===== config.mk =====
export PLATFORM = sky130hd
export DESIGN_NAME = irq_drain_fwd
export DESIGN_NICKNAME = d
export VERILOG_FILES = /design/src/rtl/irq_drain_fwd.sv
export SDC_FILE = /design/constraint.sdc
export NUM_CORES = 1
export LEC_CHECK = 0
export CAP_MARGIN = 20
export CORE_AREA = 2 2 39 41
export DETAILED_ROUTE_END_ITERATION = 8
export DIE_AREA = 0 0 41 43
export PLACE_DENSITY_LB_ADDON = 0.1
export SETUP_SLACK_MARGIN = 0.3
export SLEW_MARGIN = 5
export SYNTH_ARGS = -nofsm -noshare
export SYNTH_HDL_FRONTEND = slang
export SYNTH_SLANG_ARGS = --single-unit

===== constraint.sdc =====
create_clock -name clk -period 1.86 [get_ports clk]
set_input_delay 0.279 -clock clk [delete_from_list [all_inputs] [get_ports clk]]
set_output_delay 0.279 -clock clk [all_outputs]
set_load 0.05 [all_outputs]

===== src/rtl/irq_drain_fwd.sv =====
module irq_drain_fwd #(
  parameter int CMD_W   = 16,
  parameter int CLR_BIT = 8
) (
  input  logic               clk,
  input  logic               rst_n,
  input  logic               irq_req,
  input  logic               fifo_empty,
  input  logic               cmd_wr,
  input  logic [CMD_W-1:0]   cmd_wdata,
  input  logic [CMD_W/8-1:0] cmd_be,
  output logic               inta_oe,
  output logic               inta_n
);
  localparam int CLR_LANE = CLR_BIT / 8;

  logic irq_prev, pending, shown;

  wire req_edge = irq_req & ~irq_prev;
  wire clr_hit  = cmd_wr & cmd_be[CLR_LANE] & ~cmd_wdata[CLR_BIT];

  always_ff @(posedge clk) begin
    if (!rst_n) begin
      irq_prev <= 1'b0;
      pending  <= 1'b0;
      shown    <= 1'b0;
    end else begin
      irq_prev <= irq_req;
      if (req_edge)     pending <= 1'b1;
      else if (clr_hit) pending <= 1'b0;
      if (clr_hit)                     shown <= 1'b0;
      else if (pending && fifo_empty)  shown <= 1'b1;
    end
  end

  assign inta_oe = shown;
  assign inta_n  = ~shown;


  drain_show_chk: assert property (@(posedge clk) disable iff (!rst_n)
    pending && fifo_empty && !clr_hit |=> !inta_n);

  hold_off_chk: assert property (@(posedge clk) disable iff (!rst_n)
    inta_n && !fifo_empty |=> inta_n);

  sticky_chk: assert property (@(posedge clk) disable iff (!rst_n)
    !inta_n && !clr_hit |=> !inta_n);

  clear_chk: assert property (@(posedge clk) disable iff (!rst_n)
    cmd_wr && cmd_be[CLR_LANE] && !cmd_wdata[CLR_BIT] |=> inta_n);

  write_one_chk: assert property (@(posedge clk) disable iff (!rst_n)
    cmd_wr && cmd_wdata[CLR_BIT] && !inta_n |=> !inta_n);

  lane_mask_chk: assert property (@(posedge clk) disable iff (!rst_n)
    cmd_wr && !cmd_be[CLR_LANE] && !inta_n |=> !inta_n);
endmodule


==> results.py, run 1 <==
metrics = {
    "floorplanning": {
        "start_util": 0.0778,
        "coreArea_sq_um": 1380,
        "rows": 14,
        "die_x_um": 41,
        "num_io_pins": 25,
        "die_h_um": 43,
        "dieArea_sq_um": 1760,
    },
    "critical_path": {
        "path_max_fanout": 3,
        "cp_top_family": "buffers and inverters",
        "slowest_stage": "dlygate4sd2_1",
        "crit_path_max_incr_delay_ns": 0.53,
        "crit_path_cell_trace": "dlygate4sd2_1",
        "crit_type": "reg2out",
        "endpoint_kind": "output pin",
        "path_buf_inv": 1,
        "required_ns": 1.58,
        "start_kind": "register",
        "worstPathArrival_ns": 1.10,
    },
    "synthesis": {
        "yosysUniqueCellTypes": 7,
        "synth_warnings": 0,
        "syn_inst": 11,
        "synth_nets": 34,
        "synth_seq_cells": 3,
        "synth.avg_cell_area_sq_um": 9.78,
        "synth_seq_area_share": 0.558,
        "syn_area_sq_um": 108,
    },
    "global_route": {
        "grt_pass1_wl_um": 483,
        "overflow": 0,
        "antenna_found_initial": 0,
        "grt_pass1_vias": 118,
        "grt_use_total": 0.0511,
        "grt_max_degree": 4,
    },
    "worst_hold_path": {
        "hp-class": "reg2reg",
    },
    "pwr": {
        "p_leak_nw": 0.0994,
        "report.power.total_mw": 0.220,
        "powerDensity_nw_per_um2": 952,
        "peakVddDrop_v": 0.000294,
    },
    "placement": {
        "dp_worst_setup_slack_ns": 0.447,
        "port_buffers": 8,
        "gp_congestion": 0.569,
        "dp_cells": 35,
        "placed_cell_area_sq_um": 208,
    },
    "detailed_routing": {
        "drc_errors": 0,
        "avgRoutedWirePerCell_um": 7.15,
        "drt_iter0_markers": 3,
        "avgViaCountPerCell": 3.03,
        "first_pass_iters": 4,
        "ant_nets": 0,
        "vias": 118,
        "routed_wirelength_um": 279,
    },
    "clock_network": {
        "cts-root-buf": "clkbuf_4",
        "cts_tree": "done",
        "clk_pin_slew_worst_paths_ns": 0.04,
        "clk_latency_ns": 0.23,
        "cts.sinks": 3,
        "h-tree-depth": 1,
        "ctsHoldBuffers": 0,
        "cts-buffers-inserted": 3,
        "cts_max_path_buffers": 2,
    },
    "layout": {
        "diodes": 0,
        "post-route-util": 0.167,
        "final_area_sq_um": 231,
        "post_layout_nonfiller_instances": 39,
        "drive_gt1_frac": 0.174,
        "area_growth_pct": 115,
        "fin_nets": 47,
        "layout_commonest_cell": "clkdlybuf4s50_1",
        "layout_common_cells": "clkdlybuf4s50_1 (6), clkbuf_4 (3), dfxtp_1 (3)",
    },
    "timing": {
        "rsz0062_at_grt": "no",
        "finClkSkew_ns": 0.00207,
        "worstMarginPinSlew_ns": 0.483,
        "finalCriticalPeriod_ns": 1.37,
        "timing.final.crit_share": 0.739,
        "fmax_mhz": 727,
        "hold_ws_ns": 0.437,
        "worst_slack_ns": 0.485,
        "relSlewSlack": 0.680,
        "finalMaxSlewViolations": 0,
        "fin_tns_setup_ns": 0,
        "finalSetupViolCount": 0,
        "finalHoldViolations": 0,
    },
    "status": {
        "status": "completed",
    },
    "run": {
        "max_cap_viol_count": 0,
    },
}
cell usage after synthesis:
cell,instances,area share
inv_1,2,0.070
o22ai_1,1,0.058
a21oi_1,1,0.046
and3b_1,1,0.081
nand2_1,2,0.070
nor3b_2,1,0.12
dfxtp_1,3,0.56
cells by family (layout without fill, tap and decap cells):
family,Yosys count,after routing,synth area share
AOI/OAI and AO/OA,2,2,0.105
buffers and inverters,2,14,0.0698
DFF,3,3,0.558
and+or+nand+nor,4,4,0.267
flip-flops by register name, summed over array words and instances, names as in the netlist:
register	count
inta_oe	1
irq_prev	1
pending	1
path summary, 6_finish.rpt:
check / startpoint / end / slack, ns / cells past startpoint
worst min register to register: irq_prev / pending / 0.44 / 1
worst max register to register: inta_oe / inta_oe / 1.22 / 2
worst min-delay path: irq_prev / pending / 0.44 / 1
worst max-delay path: inta_oe / inta_oe / 0.49 / 1
metal layers:
layer / wire length, um / share of wire / GRT usage
met5: 0 / 0 / 0
met1: 117 / 0.42 / 0.0479
met3: 65 / 0.23 / 0.0681
met2: 96 / 0.34 / 0.0438
met4: 0 / 0 / 0.0600
where the power goes:
| group | switching (mW) | internal [mW] | total, mW |
|---|---|---|---|
| sequential | 0.00214 | 0.0694 | 0.0715 |
| clock | 0.0342 | 0.0804 | 0.115 |
| combinational | 0.0165 | 0.0176 | 0.0342 |
| total | 0.0528 | 0.167 | 0.220 |
cell type report:
type / count / area [sq um]
Inverter: 2 / 7.51
Multi-Input combinational cell: 6 / 40.0
Clock buffer: 4 / 26.3
Fill cell: 162 / 1150
Sequential cell: 3 / 60.1
Tap cell: 16 / 20.0
Timing Repair Buffer: 8 / 77.6
timing repair:
item,in CTS,in global routing
setup buffers,0,0
setup endpoints to repair,2,0
gates resized for setup,2,0
Note: power is estimated with default switching activity, not from simulation.
==> run 2: changes to the inputs <==
Clock period 1.86 ns to 1.25 ns, I/O delays scaled along.
==> run 2 against run 1 <==
  * Critical path depth rose by 1
  * Via count rose by 4.2%
  * Worst setup slack got worse by 0.20 ns
  * Clock skew rose by 0.00088 ns
  * Final cell count did not move
  * Die area did not move
  * Utilization rose by 2.1 points
  * Critical path type unchanged
  * Critical endpoint is now inta_n
  * First-iteration DRC count rose by 130%
==> results.py, run 2 (synthesized netlist as in run 1, its figures left out) <==
metrics = {
    "global_route": {
        "grt_use_total": 0.0431,
        "grt.busiest_layer": "met3",
        "overflow": 0,
        "grt_pass1_wl_um": 434,
        "grt_max_degree": 4,
        "grt_use_met3": 0.0733,
        "grt_use_met2": 0.0344,
        "grt_pass1_vias": 113,
        "antenna_found_initial": 0,
        "globalRouteMet1Util": 0.0479,
    },
    "critical_path": {
        "cp_top_family": "flip-flops",
        "cp-endpoint": "inta_n",
        "crit_type": "reg2out",
        "slowest_stage": "dfxtp_4",
        "reg2reg_depth": 2,
        "crit_path_cell_trace": "inv_4 -> buf_12",
        "worstPathArrival_ns": 0.77,
        "crit_path_max_incr_delay_ns": 0.37,
        "crit_cells": 2,
        "path_buf_inv": 2,
        "r2r_start": "inta_oe",
        "endpoint_kind": "output pin",
        "cp-startpoint": "inta_oe",
        "reg2reg_setup_slack_ns": 0.57,
        "required_ns": 1.06,
        "path_max_fanout": 3,
        "timing.rr.end": "inta_oe",
        "start_kind": "register",
    },
    "clock_network": {
        "clk_pin_slew_worst_paths_ns": 0.04,
        "cts.sinks": 3,
        "clk_latency_ns": 0.23,
        "cts_tree": "done",
        "cts-root-buf": "clkbuf_4",
        "ctsHoldBuffers": 0,
        "cts_max_path_buffers": 2,
        "cts-buffers-inserted": 3,
        "post-cts-setup-buffer-count": 0,
        "h-tree-depth": 1,
    },
    "layout": {
        "diodes": 0,
        "drive_gt1_frac": 0.348,
        "fin_nets": 47,
        "layout_commonest_cell": "clkdlybuf4s50_1",
        "layout_common_cells": "clkdlybuf4s50_1 (6), clkbuf_4 (3), nand2_1 (2), dfxtp_1 (2), buf_12 (2)",
        "final_area_sq_um": 260,
        "fill_cells": 160,
        "area_growth_pct": 142,
    },
    "timing": {
        "relSlewSlack": 0.898,
        "fin_tns_setup_ns": 0,
        "finClkSkew_ns": 0.00295,
        "fmax_mhz": 1040,
        "finalHoldViolations": 0,
        "finalCriticalPeriod_ns": 0.962,
        "finalSetupViolCount": 0,
        "timing.final.crit_share": 0.770,
        "worstMarginPinSlew_ns": 0.153,
        "finalMaxSlewViolations": 0,
        "rsz0062_at_grt": "yes",
        "worst_slack_ns": 0.288,
    },
    "run": {
        "max_cap_viol_count": 0,
    },
    "detailed_routing": {
        "routed_wirelength_um": 281,
        "vias": 123,
        "drc_errors": 0,
        "ant_nets": 0,
        "first_pass_iters": 2,
        "avgViaCountPerCell": 3.15,
        "avgRoutedWirePerCell_um": 7.21,
        "drt_iter0_markers": 7,
    },
    "placement": {
        "dp_worst_setup_slack_ns": 0.201,
        "placed_cell_area_sq_um": 229,
        "gp_congestion": 0.553,
        "port_buffers": 8,
    },
    "floorplanning": {
        "dieArea_sq_um": 1760,
        "die_h_um": 43,
        "num_io_pins": 25,
        "start_util": 0.0778,
        "rows": 14,
        "die_x_um": 41,
        "coreArea_sq_um": 1380,
    },
    "pwr": {
        "p_leak_nw": 0.109,
        "peakVddDrop_v": 0.000489,
        "powerDensity_nw_per_um2": 1320,
    },
    "worst_hold_path": {
        "hp-class": "reg2reg",
    },
    "status": {
        "status": "completed",
    },
}
-- run 2: per-layer routing --
metal	wire [um]	vias up
met5	0	-
met4	0	0
met3	65	0
met2	82	11
met1	134	51
li1	-	61
-- run 2: how the worst min path moves through the flow --
| stage | startpoint | to | slack (ns) | cells past startpoint |
|---|---|---|---|---|
| CTS | irq_prev | pending | 0.44 | 1 |
| global placement | irq_prev | pending | 0.42 | 1 |
| finish | irq_prev | pending | 0.44 | 1 |
| floorplan | irq_req | irq_prev | 0.30 | 2 |
| detailed placement | irq_prev | pending | 0.43 | 1 |
| global route | irq_prev | pending | 0.47 | 1 |
-- run 2: stage by stage --
step / std cells / hold WS (ns) / util / total power [mW]
5_1_grt: 39 / 0.470 / 0.188 / 0.368
6_report: 39 / 0.440 / 0.188 / 0.345
4_1_cts: 39 / 0.444 / 0.186 / 0.352
2_1_floorplan: 11 / 0.299 / - / 0.133
3_3_place_gp: 35 / 0.416 / 0.165 / 0.173
3_5_place_dp: 35 / 0.428 / 0.165 / 0.173
-- run 2: cell type report --
cell class,instances,area (sq um),area share
Timing Repair Buffer,8,100,0.385
Sequential cell,3,63.8,0.245
Multi-Input combinational cell,6,40.0,0.154
Clock buffer,4,26.3,0.101
Tap cell,16,20.0,0.0769
Inverter,2,10.0,0.0385
-- run 2: repair_timing --
action                     CTS  global route
cloned                       0             0
gates resized for setup      2             1
hold endpoints to repair     0             0
setup endpoints to repair    1             1
-- run 2: power by group --
part | total [mW] | internal, mW | switching, mW
Clock | 0.172 | 0.120 | 0.0525
Sequential | 0.108 | 0.103 | 0.00577
Combinational | 0.0640 | 0.0383 | 0.0257
Total | 0.345 | 0.261 | 0.0840
-- run 2: worst register-to-register path, delay by kind of cell, from the launching register on --
kind            cells  cell delay [ns]
compound gates      1             0.15
flops               1             0.35
simple gates        1             0.06
==> run 3: changes to the inputs <==
Clock period 1.25 ns to 0.9 ns, I/O delays scaled along.
==> run 3 against run 2 <==
  * Worst hold slack got worse by 0.21 ns
  * Sequential share of layout area decreased by 0.45 points
  * Combinational power rose by 34%
  * Critical endpoint unchanged
  * First-iteration DRC count fell by 86%
  * Clock skew about the same
  * Global-route usage is 0.70 points higher
  * The flow now finishes with violations (negative setup slack)
  * Count of clock-buffer cells in the layout did not move
==> results.py, run 3 (synthesized netlist as in run 1, its figures left out) <==
metrics = {
    "placement": {
        "port_buffers": 8,
        "hpwl_um": 220,
        "placed_cell_area_sq_um": 235,
        "gp_congestion": 0.482,
    },
    "layout": {
        "layout_common_cells": "dlygate4sd2_1 (5), clkbuf_4 (3), nand2_1 (2), buf_12 (2)",
        "final_area_sq_um": 270,
        "area_growth_pct": 151,
        "drive_gt1_frac": 0.458,
        "fin_nets": 48,
        "diodes": 0,
        "layout_commonest_cell": "dlygate4sd2_1",
    },
    "critical_path": {
        "start_kind": "register",
        "cp-startpoint": "inta_oe",
        "crit_type": "reg2out",
        "required_ns": 0.76,
        "worstPathArrival_ns": 0.85,
        "path_max_fanout": 3,
        "endpoint_kind": "output pin",
        "r2r_start": "inta_oe",
    },
    "global_route": {
        "grt_pass1_wl_um": 462,
        "grt_use_total": 0.0501,
        "overflow": 0,
        "antenna_found_initial": 0,
        "grt_pass1_vias": 122,
        "grt_max_degree": 4,
    },
    "floorplanning": {
        "coreArea_sq_um": 1380,
        "start_util": 0.0778,
        "rows": 14,
        "dieArea_sq_um": 1760,
        "die_h_um": 43,
        "num_io_pins": 25,
        "die_x_um": 41,
    },
    "timing": {
        "rsz0062_at_grt": "yes",
        "timing.final.crit_share": 1.09,
        "relSlewSlack": 0.925,
        "worst_slack_ns": -0.0817,
        "finalMaxSlewViolations": 0,
        "finClkSkew_ns": 0.00282,
        "finalCriticalPeriod_ns": 0.982,
        "finalSetupViolCount": 1,
        "finalHoldViolations": 0,
        "fmax_mhz": 1020,
        "worstMarginPinSlew_ns": 0.112,
    },
    "clock_network": {
        "cts_tree": "done",
        "ctsHoldBuffers": 0,
        "cts-root-buf": "clkbuf_4",
        "cts-buffers-inserted": 3,
        "clk_latency_ns": 0.23,
        "cts.sinks": 3,
        "h-tree-depth": 1,
        "cts_max_path_buffers": 2,
        "clk_pin_slew_worst_paths_ns": 0.04,
    },
    "worst_hold_path": {
        "hp-start": "irq_req",
        "hp-class": "in2reg",
    },
    "status": {
        "status": "complete, but fails checks",
        "violations": "negative setup slack",
    },
    "detailed_routing": {
        "vias": 120,
        "ant_nets": 0,
        "avgRoutedWirePerCell_um": 7.08,
        "drt_iter0_markers": 1,
        "avgViaCountPerCell": 3.00,
        "routed_wirelength_um": 283,
        "first_pass_iters": 2,
        "drc_errors": 0,
    },
    "pwr": {
        "p_leak_nw": 0.130,
        "peakVddDrop_v": 0.000384,
        "powerDensity_nw_per_um2": 1750,
        "report.power.total_mw": 0.474,
    },
    "run": {
        "max_cap_viol_count": 0,
    },
}
## run 3: changes by cell type in the layout (fill, tap and decap cells not counted), sizes merged
cell,delta
clkdlybuf4s50,-6
dlygate4sd2,+5
clkinvlp,+1
dlymetal6s2s,+1
buf,+1
inv,-1
## run 3: critical path, stage by stage (launching register included)
cell	delay [ns]
dfxtp_4	0.37
clkinvlp_4	0.10
buf_12	0.15
## run 3: layer usage
layer | up-vias | track usage | wire length [um]
met4 | 0 | 0.100 | 0
li1 | 61 | - | -
met3 | 0 | 0.0314 | 26
met1 | 53 | 0.0382 | 94
met2 | 6 | 0.0531 | 162
met5 | - | 0 | 0
## run 3: metrics by stage
| step | instances | hold slack (ns) | setup slack, ns | setup TNS, ns | utilization |
|---|---|---|---|---|---|
| floorplan | 11 | 0.246 | 0.0543 | 0 | - |
| global placement | 35 | 0.418 | -0.0965 | -0.171 | 0.170 |
| detailed placement | 35 | 0.431 | -0.107 | -0.180 | 0.170 |
| CTS | 39 | 0.236 | -0.0928 | -0.0928 | 0.184 |
| global route | 40 | 0.274 | -0.0996 | -0.0996 | 0.195 |
| finish | 40 | 0.235 | -0.0817 | -0.0817 | 0.195 |
## run 3: final cells by class
| type | count | area (sq um) |
|---|---|---|
| Clock buffer | 4 | 26.3 |
| Fill cell | 158 | 1110 |
| Inverter | 2 | 11.3 |
| Multi-Input combinational cell | 6 | 43.8 |
| Sequential cell | 3 | 65.1 |
| Tap cell | 16 | 20.0 |
| Timing Repair Buffer | 9 | 104 |
## run 3: power breakdown
group          leakage (nW)  switching, mW  internal [mW]  total (mW)
Combinational        0.0887         0.0364         0.0490      0.0855
Clock                0.0150         0.0699          0.166       0.236
Sequential           0.0258        0.00869          0.144       0.152
## run 3: path summary, 6_finish.rpt
| path | end | slack (ns) | cells past startpoint |
|---|---|---|---|
| setup / recovery | inta_n | -0.08 | 2 |
| hold / removal | irq_prev | 0.23 | 3 |
| setup reg to reg | inta_oe | 0.14 | 3 |
| hold reg to reg | pending | 0.41 | 1 |
## run 3: repair_timing
action                     4_1_cts  5_1_grt
pin swaps                        3        1
gates resized for setup          5        3
cloned                           0        0
setup buffers                    0        1
setup endpoints to repair        4        3
